$ cat src/rtl/fa_cache_pkg.sv
package fa_cache_pkg;

    localparam int unsigned ENTRIES   = 8;
    localparam int unsigned ADDR_BITS = 32;
    localparam int unsigned CNT_BITS  = 32;
    localparam int unsigned IDX_BITS  = $clog2(ENTRIES);

    typedef logic [IDX_BITS-1:0]  entry_idx_t;
    typedef logic [ADDR_BITS-1:0] word_addr_t;

    typedef struct packed {
        logic       hit;
        entry_idx_t idx;
    } lookup_t;

    typedef struct packed {
        logic       valid;
        logic       hit;
        entry_idx_t idx;
    } response_t;

endpackage

$ cat src/rtl/fa_tag_match.sv
module fa_tag_match
    import fa_cache_pkg::*;
#(
    parameter int unsigned N  = ENTRIES,
    parameter int unsigned AW = ADDR_BITS,
    parameter int unsigned IW = $clog2(N)
) (
    input  logic [AW-1:0] probe_addr,
    input  logic [AW-1:0] tags [N],
    input  logic [N-1:0]  valids,
    output logic          any_match,
    output logic [IW-1:0] match_idx
);

    logic [N-1:0] match_vec;

    generate
        for (genvar e = 0; e < N; e++) begin : g_cmp
            assign match_vec[e] = valids[e] && (tags[e] == probe_addr);
        end
    endgenerate

    // lowest-numbered match wins: scan from the top so low entries overwrite
    always_comb begin
        match_idx = '0;
        for (int e = N - 1; e >= 0; e--) begin
            if (match_vec[e]) begin
                match_idx = IW'(e);
            end
        end
    end

    assign any_match = |match_vec;

endmodule

$ cat src/rtl/fa_recency_list.sv
module fa_recency_list
    import fa_cache_pkg::*;
#(
    parameter int unsigned N  = ENTRIES,
    parameter int unsigned IW = $clog2(N)
) (
    input  logic            clk,
    input  logic            rst,
    input  logic            touch,
    input  logic [IW-1:0]   touch_idx,
    output logic [IW-1:0]   tail_idx,
    output logic [N*IW-1:0] order_flat
);

    logic [IW-1:0] order_q [N];
    logic [IW-1:0] order_d [N];
    logic [IW-1:0] found_pos;

    // slot currently holding the touched entry
    always_comb begin
        found_pos = '0;
        for (int s = 0; s < N; s++) begin
            if (order_q[s] == touch_idx) begin
                found_pos = IW'(s);
            end
        end
    end

    // move-to-front: slots up to the found one shift back by one
    always_comb begin
        for (int s = 0; s < N; s++) begin
            order_d[s] = order_q[s];
        end
        if (touch) begin
            order_d[0] = touch_idx;
            for (int s = 1; s < N; s++) begin
                if (IW'(s) <= found_pos) begin
                    order_d[s] = order_q[s-1];
                end
            end
        end
    end

    always_ff @(posedge clk) begin
        if (rst) begin
            for (int s = 0; s < N; s++) begin
                order_q[s] <= IW'(N - 1 - s);
            end
        end else begin
            for (int s = 0; s < N; s++) begin
                order_q[s] <= order_d[s];
            end
        end
    end

    assign tail_idx = order_q[N-1];

    generate
        for (genvar s = 0; s < N; s++) begin : g_flat
            assign order_flat[s*IW +: IW] = order_q[s];
        end
    endgenerate

endmodule

$ cat src/rtl/fa_sat_counter.sv
module fa_sat_counter #(
    parameter int unsigned W = 32
) (
    input  logic         clk,
    input  logic         rst,
    input  logic         inc,
    output logic [W-1:0] count
);

    localparam logic [W-1:0] TOP = {W{1'b1}};

    always_ff @(posedge clk) begin
        if (rst) begin
            count <= '0;
        end else if (inc && count != TOP) begin
            count <= count + W'(1);
        end
    end

endmodule

$ cat src/rtl/fa_tag_cache.sv
module fa_tag_cache
    import fa_cache_pkg::*;
#(
    parameter int unsigned N     = ENTRIES,
    parameter int unsigned AW    = ADDR_BITS,
    parameter int unsigned CNT_W = CNT_BITS,
    localparam int unsigned IW   = $clog2(N)
) (
    input  logic            clk,
    input  logic            rst,
    input  logic            req_valid,
    input  logic [AW-1:0]   req_addr,
    output logic            rsp_valid,
    output logic            rsp_hit,
    output logic [IW-1:0]   rsp_idx,
    output logic [CNT_W-1:0] hit_count,
    output logic [CNT_W-1:0] access_count,
    output logic [N*IW-1:0] recency_order
);

    logic [AW-1:0] tag_q [N];
    logic [N-1:0]  valid_q;
    logic          any_match;
    logic [IW-1:0] match_idx;
    logic [IW-1:0] tail_idx;
    logic [IW-1:0] sel_idx;
    logic          refill;
    typedef struct packed {
        logic          valid;
        logic          hit;
        logic [IW-1:0] idx;
    } rsp_reg_t;
    rsp_reg_t rsp_q;

    fa_tag_match #(.N(N), .AW(AW), .IW(IW)) u_match (
        .probe_addr (req_addr),
        .tags       (tag_q),
        .valids     (valid_q),
        .any_match  (any_match),
        .match_idx  (match_idx)
    );

    fa_recency_list #(.N(N), .IW(IW)) u_order (
        .clk        (clk),
        .rst        (rst),
        .touch      (req_valid),
        .touch_idx  (sel_idx),
        .tail_idx   (tail_idx),
        .order_flat (recency_order)
    );

    assign sel_idx = any_match ? match_idx : tail_idx;
    assign refill  = req_valid && !any_match;

    always_ff @(posedge clk) begin
        if (rst) begin
            valid_q <= '0;
        end else if (refill) begin
            valid_q[tail_idx] <= 1'b1;
        end
    end

    generate
        for (genvar e = 0; e < N; e++) begin : g_tag
            always_ff @(posedge clk) begin
                if (rst) begin
                    tag_q[e] <= '0;
                end else if (refill && tail_idx == IW'(e)) begin
                    tag_q[e] <= req_addr;
                end
            end
        end
    endgenerate

    always_ff @(posedge clk) begin
        if (rst) begin
            rsp_q <= '0;
        end else begin
            rsp_q.valid <= req_valid;
            rsp_q.hit   <= req_valid && any_match;
            rsp_q.idx   <= req_valid ? sel_idx : '0;
        end
    end

    assign rsp_valid = rsp_q.valid;
    assign rsp_hit   = rsp_q.hit;
    assign rsp_idx   = rsp_q.idx;

    fa_sat_counter #(.W(CNT_W)) u_acc_cnt (
        .clk   (clk),
        .rst   (rst),
        .inc   (req_valid),
        .count (access_count)
    );

    fa_sat_counter #(.W(CNT_W)) u_hit_cnt (
        .clk   (clk),
        .rst   (rst),
        .inc   (req_valid && any_match),
        .count (hit_count)
    );

endmodule

$ cat config.mk
export PLATFORM = sky130hd
export DESIGN_NAME = fa_tag_cache
export DESIGN_NICKNAME = d
export VERILOG_FILES = /design/src/rtl/fa_cache_pkg.sv /design/src/rtl/fa_tag_match.sv /design/src/rtl/fa_recency_list.sv /design/src/rtl/fa_sat_counter.sv /design/src/rtl/fa_tag_cache.sv
export SDC_FILE = /design/constraint.sdc
export NUM_CORES = 1
export LEC_CHECK = 0
export BUFFER_PORTS_ARGS = -buffer_cell sky130_fd_sc_hd__buf_4
export CORE_MARGIN = 2
export CORE_UTILIZATION = 50
export CTS_CLUSTER_DIAMETER = 30
export CTS_CLUSTER_SIZE = 30
export DETAILED_ROUTE_END_ITERATION = 12
export PLACE_DENSITY = 0.68
export SLEW_MARGIN = 40
export SYNTH_ARGS = -nofsm -noshare
export SYNTH_HDL_FRONTEND = slang
export SYNTH_SLANG_ARGS = --single-unit
$ cat constraint.sdc
create_clock -name clk -period 7 [get_ports clk]
set_input_delay 0.7 -clock clk [delete_from_list [all_inputs] [get_ports clk]]
set_output_delay 0.7 -clock clk [all_outputs]
set_load 0.01 [all_outputs]
==> report_table.html, run 1 <==
<table>
<tr><th>Metric</th><th>Value</th></tr>
<tr><th colspan="2">Outcome</th></tr>
<tr><td>Status</td><td>complete, no violations</td></tr>
<tr><th colspan="2">Worst setup path</th></tr>
<tr><td>Classification of the worst setup path</td><td>input port to register</td></tr>
<tr><td>Maximum fanout encountered on the critical timing path</td><td>16</td></tr>
<tr><td>Logic depth of the worst register-to-register path</td><td>12</td></tr>
<tr><td>Category of the worst setup path launch point</td><td>input port</td></tr>
<tr><td>Crit path arrival time</td><td>4470 ps</td></tr>
<tr><td>Register-to-register setup slack</td><td>3040 ps</td></tr>
<tr><td>CP Capture Type</td><td>register</td></tr>
<tr><td>Crit path cell chain</td><td>buf_4 &gt; xor2_1 &gt; nor4_1 &gt; nand4_1 &gt; or4_1 &gt; and4_1 &gt; nand3_1 &gt; a21o_1 &gt; nand4_1 &gt; and4_1 &gt; a221o_1 &gt; a21boi_4 &gt; mux2i_1</td></tr>
<tr><td>Number of buffer and inverter stages on the critical path</td><td>1</td></tr>
<tr><td>Slowest cell delay on critical path</td><td>660 ps</td></tr>
<tr><td>Worst-path cell with the longest stage delay</td><td>or4_1</td></tr>
<tr><td>Reg-to-Reg End</td><td>u_order.order_q[0][3]</td></tr>
<tr><td>Largest delay share family, worst path</td><td>simple AND/OR/NAND/NOR gates</td></tr>
<tr><td>Logic depth of the worst path, buffers included</td><td>13</td></tr>
<tr><td>Critical R2R Launch</td><td>tag_q[120]</td></tr>
<tr><td>Required time of the worst setup path</td><td>7500 ps</td></tr>
<tr><td>Launching instance or port of the critical path</td><td>req_addr[7]</td></tr>
<tr><th colspan="2">Synth</th></tr>
<tr><td>Yosys top cell by area</td><td>dfxtp_1</td></tr>
<tr><td>Most frequent cell after synthesis</td><td>nand2_1</td></tr>
<tr><td>Async S/R FF share, synth</td><td>0%</td></tr>
<tr><td>Yosys warnings</td><td>0</td></tr>
<tr><td>Number of enable-type register cells in the synthesized netlist</td><td>0</td></tr>
<tr><td>Synth unique cells</td><td>61</td></tr>
<tr><td>Commonest cells in the synthesized netlist</td><td>569 x nand2_1, 357 x dfxtp_1, 275 x a21oi_1</td></tr>
<tr><td>Avg Synthesized Cell Area</td><td>7.82 sq um</td></tr>
<tr><td>Top FF cell, synth</td><td>dfxtp_1</td></tr>
<tr><td>Number of storage elements in the synthesis netlist</td><td>357</td></tr>
<tr><td>Syn_nets</td><td>2232</td></tr>
<tr><td>Post-synth top area share</td><td>41.7%</td></tr>
<tr><td>Largest cells by area after synthesis</td><td>dfxtp_1 42%, nand2_1 12%, xor2_1 12%, a21oi_1 8.0%, xnor2_1 4.2%</td></tr>
<tr><td>Sequential share of the synthesized area</td><td>41.7%</td></tr>
<tr><td>Area of the mapped netlist</td><td>17200 sq um</td></tr>
<tr><td>Post-Syn Instances</td><td>2195</td></tr>
<tr><th colspan="2">Worst hold path</th></tr>
<tr><td>Worst hold path class</td><td>input port to register</td></tr>
<tr><td>Worst Min Path Start</td><td>rst</td></tr>
<tr><td>Worst min-delay path endpoint</td><td>u_order.order_q[3][4]</td></tr>
<tr><td>Depth of the worst hold-timing path</td><td>2</td></tr>
<tr><th colspan="2">CTS</th></tr>
<tr><td>TritonCTS Sinks</td><td>357</td></tr>
<tr><td>Clock buffer depth</td><td>3</td></tr>
<tr><td>TritonCTS clock tree</td><td>yes</td></tr>
<tr><td>Number of buffers created by CTS</td><td>88</td></tr>
<tr><td>Number of setup buffers added after CTS</td><td>0</td></tr>
<tr><td>Number of gates resized after cts</td><td>0</td></tr>
<tr><td>Hold-fix buffers, CTS</td><td>0</td></tr>
<tr><td>Maximum level of the CTS H-tree</td><td>3</td></tr>
<tr><td>Clock slew at reported path FFs</td><td>40 ps</td></tr>
<tr><td>Later-pin clock latency in the skew report</td><td>600 ps</td></tr>
<tr><td>Root buf cell</td><td>clkbuf_16</td></tr>
<tr><th colspan="2">Timing</th></tr>
<tr><td>Clock period minus final worst setup slack</td><td>3970 ps</td></tr>
<tr><td>Portion of the clock cycle consumed by the worst path in the final layout</td><td>56.7%</td></tr>
<tr><td>RSZ-0062 raised after global routing</td><td>false</td></tr>
<tr><td>Total of endpoints with negative setup slack in the final report</td><td>0</td></tr>
<tr><td>Setup TNS</td><td>0 ps</td></tr>
<tr><td>Worst Clk Skew</td><td>31.8 ps</td></tr>
<tr><td>Worst slew margin relative to its limit</td><td>43.3%</td></tr>
<tr><td>Number of hold-slack violations in the final timing report</td><td>0</td></tr>
<tr><td>Timing-limited maximum frequency</td><td>252 MHz</td></tr>
<tr><td>Slew Viols, Final</td><td>0</td></tr>
<tr><td>Minimum setup slack in the final design</td><td>3030 ps</td></tr>
<tr><td>Transition time of the tightest slew-check pin</td><td>850 ps</td></tr>
<tr><th colspan="2">Placement</th></tr>
<tr><td>Placed wire-length estimate after detailed placement</td><td>33600 um</td></tr>
<tr><td>Setup slack at placement</td><td>2590 ps</td></tr>
<tr><td>Final weighted congestion in routability-driven placement</td><td>0.954</td></tr>
<tr><td>Count of buffers inserted at the top-level ports</td><td>127</td></tr>
<tr><th colspan="2">GRT</th></tr>
<tr><td>First-pass GRT wire length</td><td>81700 um</td></tr>
<tr><td>Number of antenna violations at the first check in global routing</td><td>0</td></tr>
<tr><td>Sum of overflow across all layers after global routing</td><td>0</td></tr>
<tr><td>Overall Global Routing Usage</td><td>29.0%</td></tr>
<tr><td>Number of global-route vias before repair</td><td>14.9k</td></tr>
<tr><td>Pin count of the biggest net entering global routing</td><td>175</td></tr>
<tr><th colspan="2">Power and ir drop</th></tr>
<tr><td>Combinational Power Share</td><td>6.5%</td></tr>
<tr><td>Proportion of power drawn by the clock network</td><td>62.3%</td></tr>
<tr><td>Share of total power in sequential cells</td><td>31.2%</td></tr>
<tr><td>Leakage</td><td>8.03 nW</td></tr>
<tr><td>Power density cells</td><td>318 nW/um^2</td></tr>
<tr><td>Share of total power consumed by net switching</td><td>23.5%</td></tr>
<tr><td>Switching Power</td><td>0.00160 W</td></tr>
<tr><td>Internal power component</td><td>0.00520 W</td></tr>
<tr><td>Worst-case vdd ir drop</td><td>190 uV</td></tr>
<tr><th colspan="2">Final layout</th></tr>
<tr><td>Antenna fix cells</td><td>0</td></tr>
<tr><td>Area added between synthesis and finish</td><td>24.6%</td></tr>
<tr><td>Share of cells above drive strength 1</td><td>14.0%</td></tr>
<tr><td>Final nets</td><td>2306</td></tr>
<tr><th colspan="2">Detailed routing</th></tr>
<tr><td>Number of violations reported at the end of detailed-routing iteration 0</td><td>1458</td></tr>
<tr><td>Routed via count divided by cell count</td><td>5.62</td></tr>
<tr><td>Number of iterations in the first detailed-routing pass</td><td>6</td></tr>
<tr><td>Drt drc</td><td>0</td></tr>
<tr><td>Number of routed nets with antenna violations</td><td>0</td></tr>
<tr><td>Wirelength per Cell</td><td>19.2 um</td></tr>
<tr><td>Wire length after detailed routing</td><td>53500 um</td></tr>
<tr><td>Via Count</td><td>15.7k</td></tr>
<tr><th colspan="2">Floorplan</th></tr>
<tr><td>Die outline area</td><td>35800 sq um</td></tr>
<tr><td>Area inside the core boundary</td><td>33700 sq um</td></tr>
<tr><td>Number of core rows</td><td>67</td></tr>
<tr><td>Starting density of the core</td><td>50.9%</td></tr>
<tr><td>Die Width</td><td>189 um</td></tr>
<tr><td>Die Y-Extent</td><td>189 um</td></tr>
<tr><td>Ports</td><td>128</td></tr>
<tr><th colspan="2">Job</th></tr>
<tr><td>Max Cap Violations</td><td>0</td></tr>
</table>
==> power groups by stage <==
stage                     Clock [W]  Sequential [W]  Combinational [W]
after floorplan                   0         0.00215           0.000290
after CTS                   0.00427         0.00212           0.000434
after detailed placement          0         0.00215           0.000430
after global routing        0.00439         0.00212           0.000471
final                       0.00424         0.00212           0.000442
after global placement            0         0.00215           0.000421
==> flip-flops by register name, summed over array words and instances, names as in the netlist <==
register,cells
u_acc_cnt.count,32
tag_q,256
rsp_valid,1
rsp_hit,1
rsp_idx,3
u_hit_cnt.count,32
valid_q,8
u_order.order_q,24
==> kinds of logic (layout without fill, tap and decap cells) <==
family	after synthesis	after routing	synth area share (%)
AND/OR/NAND/NOR	995	995	26.3
flip-flops	357	357	41.7
AO/OA/AOI/OAI	327	327	10.4
XOR/XNOR	315	315	16.1
buffers and inverters	181	326	4.36
multiplexers	18	18	1.05
adder cells (fa/ha/maj)	2	2	0.146
==> layout make-up <==
class / count / area (sq um)
Tap cell: 448 / 561
Inverter: 20 / 75.1
Multi-Input combinational cell: 1657 / 9320
Sequential cell: 357 / 7150
Timing Repair Buffer: 145 / 1150
Fill cell: 2881 / 12300
Clock inverter: 52 / 648
Clock buffer: 109 / 2480
==> worst reg2reg max path: stages (launching register included) <==
cell,delay (ps)
dfxtp_1,310
xor2_1,160
nor4_1,530
nand4_1,170
or4_1,660
and4_1,270
nand3_1,390
a21o_1,180
nand4_1,190
and4_1,220
a221o_1,360
a21boi_4,230
mux2i_1,210
==> layout by cell type (no fill, tap or decap), types with 13 or more instances in the layout <==
| master | Yosys | layout |
|---|---|---|
| nand2_1 | 569 | 569 |
| dfxtp_1 | 357 | 357 |
| a21oi_1 | 275 | 275 |
| xor2_1 | 232 | 232 |
| buf_4 | 2 | 141 |
| nor2_1 | 119 | 119 |
| clkbuf_16 | 0 | 91 |
| xnor2_1 | 83 | 83 |
| nor4_1 | 81 | 81 |
| nand3_1 | 60 | 59 |
| nand4_1 | 37 | 37 |
| or3_1 | 25 | 25 |
| clkinv_2 | 0 | 22 |
| o21ai_0 | 20 | 20 |
| and3_1 | 20 | 20 |
| inv_1 | 19 | 19 |
| mux2i_1 | 18 | 18 |
| nor3_1 | 25 | 17 |
| clkbuf_8 | 0 | 14 |
| bufinv_16 | 0 | 13 |
==> through the flow <==
stage	total power [W]	instance area [sq um]	util, %	hold WS, ps	std cells
floorplan	0.00244	17200	-	445	2195
global placement	0.00257	18200	54.0	453	2625
detailed placement	0.00258	18200	54.1	458	2627
CTS	0.00682	21400	63.4	310	2788
global route	0.00698	21400	63.4	326	2788
finish	0.00680	21400	63.4	323	2788
==> how the worst max path moves through the flow <==
stage                                  endpoint
after detailed placement  u_order.order_q[0][3]
after global routing      u_order.order_q[0][3]
after floorplan           u_order.order_q[0][3]
after global placement    u_order.order_q[0][4]
final                     u_order.order_q[0][3]
after CTS                 u_order.order_q[0][3]
==> metal layers <==
layer	up-vias	global-route usage, %	share of wire (%)
met2	613	47.2	47
li1	7496	-	-
met1	7432	37.1	42
met3	135	5.30	7.3
met4	0	14.7	4.2
met5	-	0	0
No activity file was read; power rests on OpenSTA's default activity.
==> run 2, diff against run 1 <==
--- a/config.mk
+++ b/config.mk
@@ -5,13 +5,14 @@
 export SDC_FILE = /design/constraint.sdc
 export NUM_CORES = 1
 export LEC_CHECK = 0
+export ABC_AREA = 1
 export BUFFER_PORTS_ARGS = -buffer_cell sky130_fd_sc_hd__buf_4
 export CORE_MARGIN = 2
 export CORE_UTILIZATION = 50
 export CTS_CLUSTER_DIAMETER = 30
 export CTS_CLUSTER_SIZE = 30
 export DETAILED_ROUTE_END_ITERATION = 12
-export PLACE_DENSITY = 0.68
+export PLACE_DENSITY = 0.71
 export SLEW_MARGIN = 40
 export SYNTH_ARGS = -nofsm -noshare
 export SYNTH_HDL_FRONTEND = slang
==> constraint.sdc (replaced) <==
create_clock -name clk -period 3.6 [get_ports clk]
set_input_delay 0.36 -clock clk [delete_from_list [all_inputs] [get_ports clk]]
set_output_delay 0.36 -clock clk [all_outputs]
set_load 0.01 [all_outputs]
==> report_table.html, run 2 <==
<table>
<tr><th>Metric</th><th>Value</th></tr>
<tr><th colspan="2">Final layout</th></tr>
<tr><td>Finished Cell Area</td><td>24200 sq um (+13%)</td></tr>
<tr><td>Fraction of the core area covered by cells at the end of the flow</td><td>64.7% (+1.2 points)</td></tr>
<tr><td>Total area of sequential cells</td><td>7150 sq um (unchanged)</td></tr>
<tr><td>Number of flip-flops under the largest register name</td><td>256 (unchanged)</td></tr>
<tr><td>Reg with most FFs</td><td>tag_q</td></tr>
<tr><td>Share of cells above drive strength 1</td><td>18.4% (+4.4 points)</td></tr>
<tr><td>Antenna fix cells</td><td>0 (unchanged)</td></tr>
<tr><td>Leading cell type in the layout, fill and taps excluded</td><td>nand2_1</td></tr>
<tr><td>Multi-input logic area</td><td>9880 sq um (+6.0%)</td></tr>
<tr><td>Final nets</td><td>2988 (+30%)</td></tr>
<tr><td>Registers with the most flip-flops</td><td>tag_q x256, u_acc_cnt.count x32, u_hit_cnt.count x32</td></tr>
<tr><td>Leading cell types in the layout, fill and taps excluded</td><td>490 x nand2_1, 362 x o21ai_0, 357 x dfxtp_1</td></tr>
<tr><td>Fillers</td><td>3351 (+16%)</td></tr>
<tr><td>Area added between synthesis and finish</td><td>28.5%</td></tr>
<tr><th colspan="2">GRT</th></tr>
<tr><td>Overall Global Routing Usage</td><td>36.5% (+7.4 points)</td></tr>
<tr><td>Sum of overflow across all layers after global routing</td><td>0 (unchanged)</td></tr>
<tr><td>Pin count of the biggest net entering global routing</td><td>109 (-38%)</td></tr>
<tr><td>Number of antenna violations at the first check in global routing</td><td>1 (+1)</td></tr>
<tr><td>Number of global-route vias before repair</td><td>19.5k (+30%)</td></tr>
<tr><td>First-pass GRT wire length</td><td>109000 um (+34%)</td></tr>
<tr><th colspan="2">Synth</th></tr>
<tr><td>Sequential share of the synthesized area</td><td>38.0% (-3.7 points)</td></tr>
<tr><td>Async S/R FF share, synth</td><td>0% (unchanged)</td></tr>
<tr><td>Area of the mapped netlist</td><td>18800 sq um (+9.7%)</td></tr>
<tr><td>Number of enable-type register cells in the synthesized netlist</td><td>0 (unchanged)</td></tr>
<tr><td>Largest cells by area after synthesis</td><td>dfxtp_1 38%, nand2_1 9.8%, o21ai_0 9.6%, a21oi_1 8.6%, nor2_1 4.5%</td></tr>
<tr><td>Post-synth top area share</td><td>38.0% (-3.7 points)</td></tr>
<tr><td>Synth unique cells</td><td>55 (-9.8%)</td></tr>
<tr><td>Top FF cell, synth</td><td>dfxtp_1</td></tr>
<tr><td>Number of storage elements in the synthesis netlist</td><td>357 (unchanged)</td></tr>
<tr><td>Syn_nets</td><td>2774 (+24%)</td></tr>
<tr><td>Post-Syn Instances</td><td>2737 (+25%)</td></tr>
<tr><td>Avg Synthesized Cell Area</td><td>6.88 sq um (-12%)</td></tr>
<tr><td>Yosys warnings</td><td>0 (unchanged)</td></tr>
<tr><td>Most frequent cell after synthesis</td><td>nand2_1</td></tr>
<tr><td>Commonest cells in the synthesized netlist</td><td>490 x nand2_1, 362 x o21ai_0, 357 x dfxtp_1</td></tr>
<tr><td>Yosys top cell by area</td><td>dfxtp_1</td></tr>
<tr><th colspan="2">Power and ir drop</th></tr>
<tr><td>Worst-case vdd ir drop</td><td>516 uV (+170%)</td></tr>
<tr><td>Leakage</td><td>9.96 nW (+24%)</td></tr>
<tr><td>Power after layout</td><td>0.0166 W (+140%)</td></tr>
<tr><td>Power density cells</td><td>688 nW/um^2 (+120%)</td></tr>
<tr><th colspan="2">Outcome</th></tr>
<tr><td>Status</td><td>complete, no violations</td></tr>
<tr><th colspan="2">Timing</th></tr>
<tr><td>Total of endpoints with negative setup slack in the final report</td><td>0 (unchanged)</td></tr>
<tr><td>Number of hold-slack violations in the final timing report</td><td>0 (unchanged)</td></tr>
<tr><td>Slew Viols, Final</td><td>0 (unchanged)</td></tr>
<tr><td>Worst slack on hold paths</td><td>118 ps (-205 ps)</td></tr>
<tr><td>RSZ-0062 raised after global routing</td><td>false</td></tr>
<tr><td>Timing-limited maximum frequency</td><td>313 MHz</td></tr>
<tr><td>Transition time of the tightest slew-check pin</td><td>748 ps (-103 ps)</td></tr>
<tr><td>Clock period minus final worst setup slack</td><td>3200 ps</td></tr>
<tr><td>Setup TNS</td><td>0 ps (unchanged)</td></tr>
<tr><td>Worst slew margin relative to its limit</td><td>50.2% (+6.8 points)</td></tr>
<tr><td>Portion of the clock cycle consumed by the worst path in the final layout</td><td>88.8%</td></tr>
<tr><td>Worst Clk Skew</td><td>21.4 ps (-10.3 ps)</td></tr>
<tr><th colspan="2">Worst setup path</th></tr>
<tr><td>Worst path most repeated cell</td><td>nand4_1</td></tr>
<tr><td>Category of the worst setup path launch point</td><td>register</td></tr>
<tr><td>Classification of the worst setup path</td><td>register to register</td></tr>
<tr><td>Number of buffer and inverter stages on the critical path</td><td>2 (+1)</td></tr>
<tr><td>Required time of the worst setup path</td><td>4090 ps (-3410 ps)</td></tr>
<tr><td>Largest delay share family, worst path</td><td>simple AND/OR/NAND/NOR gates</td></tr>
<tr><td>Crit path arrival time</td><td>3690 ps (-780 ps)</td></tr>
<tr><td>Slowest cell delay on critical path</td><td>330 ps (-330 ps)</td></tr>
<tr><td>Maximum fanout encountered on the critical timing path</td><td>4 (-12)</td></tr>
<tr><td>Crit path cell chain</td><td>nand2_1 &gt; buf_4 &gt; nand4_1 &gt; nor4_1 &gt; nand4_1 &gt; nor2_1 &gt; nand4_1 &gt; nand2_1 &gt; inv_1 &gt; nand3b_1 &gt; nand4_1 &gt; nor2_2 &gt; nand4_1 &gt; nor2_1 &gt; nand4_1 &gt; nor2_2 &gt; nand3_1 &gt; nand2_1 &gt; nor2_1</td></tr>
<tr><td>CP Capture Type</td><td>register</td></tr>
<tr><td>Worst-path cell with the longest stage delay</td><td>dfxtp_1</td></tr>
<tr><th colspan="2">Job</th></tr>
<tr><td>Max Cap Violations</td><td>0 (unchanged)</td></tr>
<tr><th colspan="2">Floorplan</th></tr>
<tr><td>Die outline area</td><td>39200 sq um (+9.5%)</td></tr>
<tr><td>Ports</td><td>128 (unchanged)</td></tr>
<tr><td>Starting density of the core</td><td>50.3% (-0.59 points)</td></tr>
<tr><td>Die Y-Extent</td><td>198 um (+4.6%)</td></tr>
<tr><td>Die Width</td><td>198 um (+4.6%)</td></tr>
<tr><td>Area inside the core boundary</td><td>37400 sq um (+11%)</td></tr>
<tr><td>Number of core rows</td><td>71 (+6.0%)</td></tr>
<tr><th colspan="2">CTS</th></tr>
<tr><td>Number of setup buffers added after CTS</td><td>0 (unchanged)</td></tr>
<tr><td>Root buf cell</td><td>clkbuf_16</td></tr>
<tr><td>Number of buffers created by CTS</td><td>88 (unchanged)</td></tr>
<tr><td>Later-pin clock latency in the skew report</td><td>610 ps (about the same)</td></tr>
<tr><td>Number of gates resized after cts</td><td>0 (unchanged)</td></tr>
<tr><td>Clock slew at reported path FFs</td><td>40 ps (about the same)</td></tr>
<tr><td>TritonCTS clock tree</td><td>yes</td></tr>
<tr><td>Clock buffer depth</td><td>3 (unchanged)</td></tr>
<tr><td>Hold-fix buffers, CTS</td><td>0 (unchanged)</td></tr>
<tr><td>Maximum level of the CTS H-tree</td><td>3 (unchanged)</td></tr>
<tr><td>TritonCTS Sinks</td><td>357 (unchanged)</td></tr>
<tr><th colspan="2">Detailed routing</th></tr>
<tr><td>Wire length after detailed routing</td><td>72400 um (+35%)</td></tr>
<tr><td>Number of violations reported at the end of detailed-routing iteration 0</td><td>2211 (+52%)</td></tr>
<tr><td>Number of iterations in the first detailed-routing pass</td><td>6 (unchanged)</td></tr>
<tr><td>Routed via count divided by cell count</td><td>5.84 (+3.8%)</td></tr>
<tr><td>Wirelength per Cell</td><td>20.5 um (+6.8%)</td></tr>
<tr><td>Number of routed nets with antenna violations</td><td>0 (unchanged)</td></tr>
<tr><td>Via Count</td><td>20.6k (+31%)</td></tr>
<tr><td>Drt drc</td><td>0 (unchanged)</td></tr>
<tr><th colspan="2">Placement</th></tr>
<tr><td>Placed wire-length estimate after detailed placement</td><td>51400 um (+53%)</td></tr>
<tr><td>Cell Area, Placed</td><td>21000 sq um (+15%)</td></tr>
<tr><td>Count of buffers inserted at the top-level ports</td><td>127 (unchanged)</td></tr>
<tr><td>Final weighted congestion in routability-driven placement</td><td>1.02 (+7.3%)</td></tr>
<tr><th colspan="2">Worst hold path</th></tr>
<tr><td>Worst hold path class</td><td>input port to register</td></tr>
</table>
-- run 2: changes by cell type in the layout (fill, tap and decap cells not counted), sizes merged, moves of 50 or more --
cell | before | now
o21ai | 24 | 377
or2 | 2 | 52
nand2 | 570 | 508
inv | 22 | 258
nor2 | 120 | 240
xor2 | 232 | 30
buf | 145 | 287
-- run 2: worst paths after layout --
kind	startpoint	to	slack (ps)	cells after the start
setup / recovery	tag_q[28]	u_hit_cnt.count[31]	400	19
hold / removal	req_addr[12]	tag_q[12]	120	3
setup reg to reg	tag_q[28]	u_hit_cnt.count[31]	400	19
hold reg to reg	valid_q[3]	valid_q[3]	470	1
-- run 2: final cells by class --
cell class,instances,share of cell area (%)
multi-input combinational,1965,40.8
timing repair buffer,287,9.99
clock buffer,110,10.2
tap,511,2.64
inverter,252,3.95
sequential,357,29.5
clock inverter,50,2.78
-- run 2: kinds of logic (layout without fill, tap and decap cells) --
family / count (synthesis) / after routing / synth area share [%]
adders and majority gates: 2 / 2 / 0.133
DFF: 357 / 357 / 38.0
buffers and inverters: 415 / 699 / 9.77
AOI/OAI and AO/OA: 759 / 759 / 21.0
xor gates and xnor gates: 85 / 85 / 3.96
and+or+nand+nor: 1119 / 1119 / 27.1
-- run 2: per-stage QoR --
step | cells | setup slack, ps
after detailed placement | 3372 | -4.59
final | 3532 | 405
after CTS | 3532 | 503
after floorplan | 2737 | 896
after global routing | 3532 | 133
after global placement | 3372 | 14.4
-- run 2: routing by layer --
metal / routed length [um] / GRT usage, %
met1: 29500 / 46.4
met2: 32200 / 57.9
met3: 6910 / 8.07
met4: 3750 / 19.3
met5: 11 / 0
-- run 2: worst register-to-register path, cell delays in order (launching register included) --
cell and delay [ps]:
dfxtp_1 330, nand2_1 110, buf_4 110, nand4_1 120, nor4_1 260, nand4_1 140
nor2_1 130, nand4_1 180, nand2_1 140, inv_1 90, nand3b_1 190, nand4_1 170
nor2_2 160, nand4_1 230, nor2_1 200, nand4_1 160, nor2_2 180, nand3_1 90
nand2_1 70, nor2_1 40
-- run 2: power by group --
group,total [W],switching [W],leakage [nW],internal (W)
Combinational,0.00344,0.00215,5.52,0.00129
Sequential,0.00486,0.000432,2.90,0.00443
Clock,0.00834,0.00255,1.54,0.00578
Total,0.0166,0.00513,9.96,0.0115
==> run 3, diff against run 2 <==
--- a/config.mk
+++ b/config.mk
@@ -12,7 +12,7 @@
 export CTS_CLUSTER_DIAMETER = 30
 export CTS_CLUSTER_SIZE = 30
 export DETAILED_ROUTE_END_ITERATION = 12
-export PLACE_DENSITY = 0.71
+export PLACE_DENSITY = 0.68
 export SLEW_MARGIN = 40
 export SYNTH_ARGS = -nofsm -noshare
 export SYNTH_HDL_FRONTEND = slang
==> constraint.sdc (replaced) <==
create_clock -name clk -period 3.96 [get_ports clk]
set_input_delay 0.396 -clock clk [delete_from_list [all_inputs] [get_ports clk]]
set_output_delay 0.396 -clock clk [all_outputs]
set_load 0.01 [all_outputs]
==> report_table.html, run 3 (same netlist as run 2, synthesis figures left out) <==
<table>
<tr><th>Metric</th><th>Value</th></tr>
<tr><th colspan="2">Outcome</th></tr>
<tr><td>Status</td><td>complete, no violations</td></tr>
<tr><th colspan="2">Timing</th></tr>
<tr><td>Worst Clk Skew</td><td>27.4 ps (+5.98 ps)</td></tr>
<tr><td>Total of endpoints with negative setup slack in the final report</td><td>0 (unchanged)</td></tr>
<tr><td>Transition time of the tightest slew-check pin</td><td>733 ps (-14.6 ps)</td></tr>
<tr><td>Setup TNS</td><td>0 ps (unchanged)</td></tr>
<tr><td>Timing-limited maximum frequency</td><td>303 MHz</td></tr>
<tr><td>Worst slew margin relative to its limit</td><td>51.1% (+0.92 points)</td></tr>
<tr><td>Number of hold-slack violations in the final timing report</td><td>0 (unchanged)</td></tr>
<tr><td>Minimum setup slack in the final design</td><td>660 ps (+255 ps)</td></tr>
<tr><td>Slew Viols, Final</td><td>0 (unchanged)</td></tr>
<tr><td>Clock period minus final worst setup slack</td><td>3300 ps</td></tr>
<tr><td>Portion of the clock cycle consumed by the worst path in the final layout</td><td>83.3%</td></tr>
<tr><td>RSZ-0062 raised after global routing</td><td>false</td></tr>
<tr><th colspan="2">CTS</th></tr>
<tr><td>Number of setup buffers added after CTS</td><td>0 (unchanged)</td></tr>
<tr><td>Hold-fix buffers, CTS</td><td>0 (unchanged)</td></tr>
<tr><td>Later-pin clock latency in the skew report</td><td>610 ps (about the same)</td></tr>
<tr><td>Clock slew at reported path FFs</td><td>40 ps (about the same)</td></tr>
<tr><td>Maximum level of the CTS H-tree</td><td>3 (unchanged)</td></tr>
<tr><td>TritonCTS Sinks</td><td>357 (unchanged)</td></tr>
<tr><td>Root buf cell</td><td>clkbuf_16</td></tr>
<tr><td>Number of buffers created by CTS</td><td>86 (-2.3%)</td></tr>
<tr><td>Number of gates resized after cts</td><td>0 (unchanged)</td></tr>
<tr><td>Clock buffer depth</td><td>3 (unchanged)</td></tr>
<tr><td>TritonCTS clock tree</td><td>yes</td></tr>
<tr><th colspan="2">Power and ir drop</th></tr>
<tr><td>Power density cells</td><td>638 nW/um^2 (-7.3%)</td></tr>
<tr><td>Combinational Power Share</td><td>19.4% (-1.3 points)</td></tr>
<tr><td>Leakage</td><td>9.37 nW (-5.8%)</td></tr>
<tr><td>Share of total power consumed by net switching</td><td>30.3% (-0.52 points)</td></tr>
<tr><td>Switching Power</td><td>0.00449 W (-12%)</td></tr>
<tr><td>Worst-case vdd ir drop</td><td>417 uV (-19%)</td></tr>
<tr><td>Internal power component</td><td>0.0103 W (-10%)</td></tr>
<tr><td>Share of total power in sequential cells</td><td>29.7% (+0.5 points)</td></tr>
<tr><td>Proportion of power drawn by the clock network</td><td>50.9% (+0.8 points)</td></tr>
<tr><th colspan="2">Worst setup path</th></tr>
<tr><td>Worst-path cell with the longest stage delay</td><td>inv_1</td></tr>
<tr><td>Category of the worst setup path launch point</td><td>input port</td></tr>
<tr><td>End point of the critical path</td><td>u_hit_cnt.count[31]</td></tr>
<tr><td>Critical R2R Launch</td><td>tag_q[62]</td></tr>
<tr><td>Maximum fanout encountered on the critical timing path</td><td>10 (+6)</td></tr>
<tr><td>CP Capture Type</td><td>register</td></tr>
<tr><td>Crit path arrival time</td><td>3780 ps (+90 ps)</td></tr>
<tr><td>Reg-to-Reg End</td><td>u_hit_cnt.count[31]</td></tr>
<tr><td>Crit path cell chain</td><td>buf_4 &gt; inv_1 &gt; nand2_1 &gt; nand2_1 &gt; nor2_1 &gt; nand4_1 &gt; nor4_1 &gt; nand4_1 &gt; nand2_1 &gt; inv_1 &gt; nand3b_1 &gt; nand4_1 &gt; nor2_2 &gt; nand4_1 &gt; nor2_1 &gt; nand4_1 &gt; nor2_2 &gt; nand3_1 &gt; nand2_1 &gt; nor2_1</td></tr>
<tr><td>Required time of the worst setup path</td><td>4440 ps (+350 ps)</td></tr>
<tr><td>Launching instance or port of the critical path</td><td>req_addr[18]</td></tr>
<tr><td>Logic depth of the worst register-to-register path</td><td>16 (-3)</td></tr>
<tr><td>Register-to-register setup slack</td><td>710 ps (+310 ps)</td></tr>
<tr><td>Worst path most repeated cell</td><td>nand4_1</td></tr>
<tr><td>Classification of the worst setup path</td><td>input port to register</td></tr>
<tr><td>Slowest cell delay on critical path</td><td>380 ps (+50 ps)</td></tr>
<tr><th colspan="2">Detailed routing</th></tr>
<tr><td>Wire length after detailed routing</td><td>68700 um (-5.0%)</td></tr>
<tr><td>Number of violations reported at the end of detailed-routing iteration 0</td><td>1811 (-18%)</td></tr>
<tr><td>Routed via count divided by cell count</td><td>5.77 (-1.1%)</td></tr>
<tr><td>Wirelength per Cell</td><td>20.1 um (-2.2%)</td></tr>
<tr><td>Via Count</td><td>19.8k (-4.0%)</td></tr>
<tr><td>Number of routed nets with antenna violations</td><td>0 (unchanged)</td></tr>
<tr><td>Number of iterations in the first detailed-routing pass</td><td>6 (unchanged)</td></tr>
<tr><td>Drt drc</td><td>0 (unchanged)</td></tr>
<tr><th colspan="2">Placement</th></tr>
<tr><td>Setup slack at placement</td><td>197 ps (+202 ps)</td></tr>
<tr><td>Count of buffers inserted at the top-level ports</td><td>127 (unchanged)</td></tr>
<tr><td>Placed wire-length estimate after detailed placement</td><td>46600 um (-9.4%)</td></tr>
<tr><td>Final weighted congestion in routability-driven placement</td><td>0.967 (-5.6%)</td></tr>
<tr><th colspan="2">Final layout</th></tr>
<tr><td>Area added between synthesis and finish</td><td>23.4%</td></tr>
<tr><td>Share of cells above drive strength 1</td><td>15.3% (-3.1 points)</td></tr>
<tr><td>Antenna fix cells</td><td>0 (unchanged)</td></tr>
<tr><td>Final nets</td><td>2881 (-3.6%)</td></tr>
<tr><td>Registers with the most flip-flops</td><td>tag_q x256, u_acc_cnt.count x32, u_hit_cnt.count x32</td></tr>
<tr><td>Reg with most FFs</td><td>tag_q</td></tr>
<tr><td>Number of flip-flops under the largest register name</td><td>256 (unchanged)</td></tr>
<tr><td>Leading cell types in the layout, fill and taps excluded</td><td>490 x nand2_1, 362 x o21ai_0, 357 x dfxtp_1</td></tr>
<tr><td>Leading cell type in the layout, fill and taps excluded</td><td>nand2_1</td></tr>
<tr><th colspan="2">Floorplan</th></tr>
<tr><td>Area inside the core boundary</td><td>37400 sq um (unchanged)</td></tr>
<tr><td>Starting density of the core</td><td>50.3% (unchanged)</td></tr>
<tr><td>Die outline area</td><td>39200 sq um (unchanged)</td></tr>
<tr><td>Die Y-Extent</td><td>198 um (unchanged)</td></tr>
<tr><td>Number of core rows</td><td>71 (unchanged)</td></tr>
<tr><td>Die Width</td><td>198 um (unchanged)</td></tr>
<tr><td>Ports</td><td>128 (unchanged)</td></tr>
<tr><th colspan="2">Job</th></tr>
<tr><td>Max Cap Violations</td><td>0 (unchanged)</td></tr>
<tr><th colspan="2">GRT</th></tr>
<tr><td>Pin count of the biggest net entering global routing</td><td>164 (+50%)</td></tr>
<tr><td>Number of global-route vias before repair</td><td>18.7k (-3.8%)</td></tr>
<tr><td>First-pass GRT wire length</td><td>104000 um (-4.6%)</td></tr>
<tr><td>Number of antenna violations at the first check in global routing</td><td>0 (-1)</td></tr>
<tr><td>Sum of overflow across all layers after global routing</td><td>0 (unchanged)</td></tr>
<tr><td>Overall Global Routing Usage</td><td>34.7% (-1.8 points)</td></tr>
<tr><th colspan="2">Worst hold path</th></tr>
<tr><td>Worst hold path class</td><td>input port to register</td></tr>
</table>
==> run 3: metal layers <==
metal | track usage [%] | wire (um) | vias to the layer above
met1 | 44.8 | 28400 | 9239
li1 | - | - | 9429
met4 | 21.6 | 4370 | 0
met2 | 54.3 | 29900 | 922
met3 | 5.47 | 6050 | 194
met5 | 0 | 0 | -
==> run 3: how the worst min path moves through the flow <==
stage | from | cells after the start | end | slack, ps
after floorplan | valid_q[3] | 1 | valid_q[3] | 430
after global placement | valid_q[3] | 1 | valid_q[3] | 440
after detailed placement | valid_q[6] | 1 | valid_q[6] | 450
after CTS | req_addr[24] | 3 | tag_q[56] | 180
after global routing | req_addr[24] | 3 | tag_q[56] | 230
final | req_addr[10] | 3 | tag_q[202] | 210
==> run 3: layout make-up <==
class	count	area (sq um)
inverters	252	956
well taps	511	639
clock inverters	52	716
multi-input cells	1965	9880
flip-flops and latches	357	7150
clock buffers	109	2410
fillers	3423	14200
repair buffers	182	1480
==> run 3: power groups by stage <==
stage / clock network, W / registers, W / logic, W
floorplan: 0 / 0.00438 / 0.00198
global placement: 0 / 0.00445 / 0.00277
detailed placement: 0 / 0.00444 / 0.00282
CTS: 0.00760 / 0.00439 / 0.00284
global route: 0.00780 / 0.00444 / 0.00320
finish: 0.00754 / 0.00440 / 0.00287
==> run 3: critical path, delay by kind of cell <==
kind	cells	cell delay [ps]
AND/OR/NAND/NOR	17	2640
buffers and inverters	3	730
==> run 3: through the flow <==
step | utilization, % | instances | area, sq um | total power [W] | hold WS, ps
global placement | 53.7 | 3267 | 20100 | 0.00722 | 445
detailed placement | 53.7 | 3267 | 20100 | 0.00726 | 455
CTS | 62.1 | 3428 | 23200 | 0.0148 | 180
finish | 62.1 | 3428 | 23200 | 0.0148 | 210
global route | 62.1 | 3428 | 23200 | 0.0154 | 231
floorplan | - | 2737 | 18800 | 0.00636 | 434
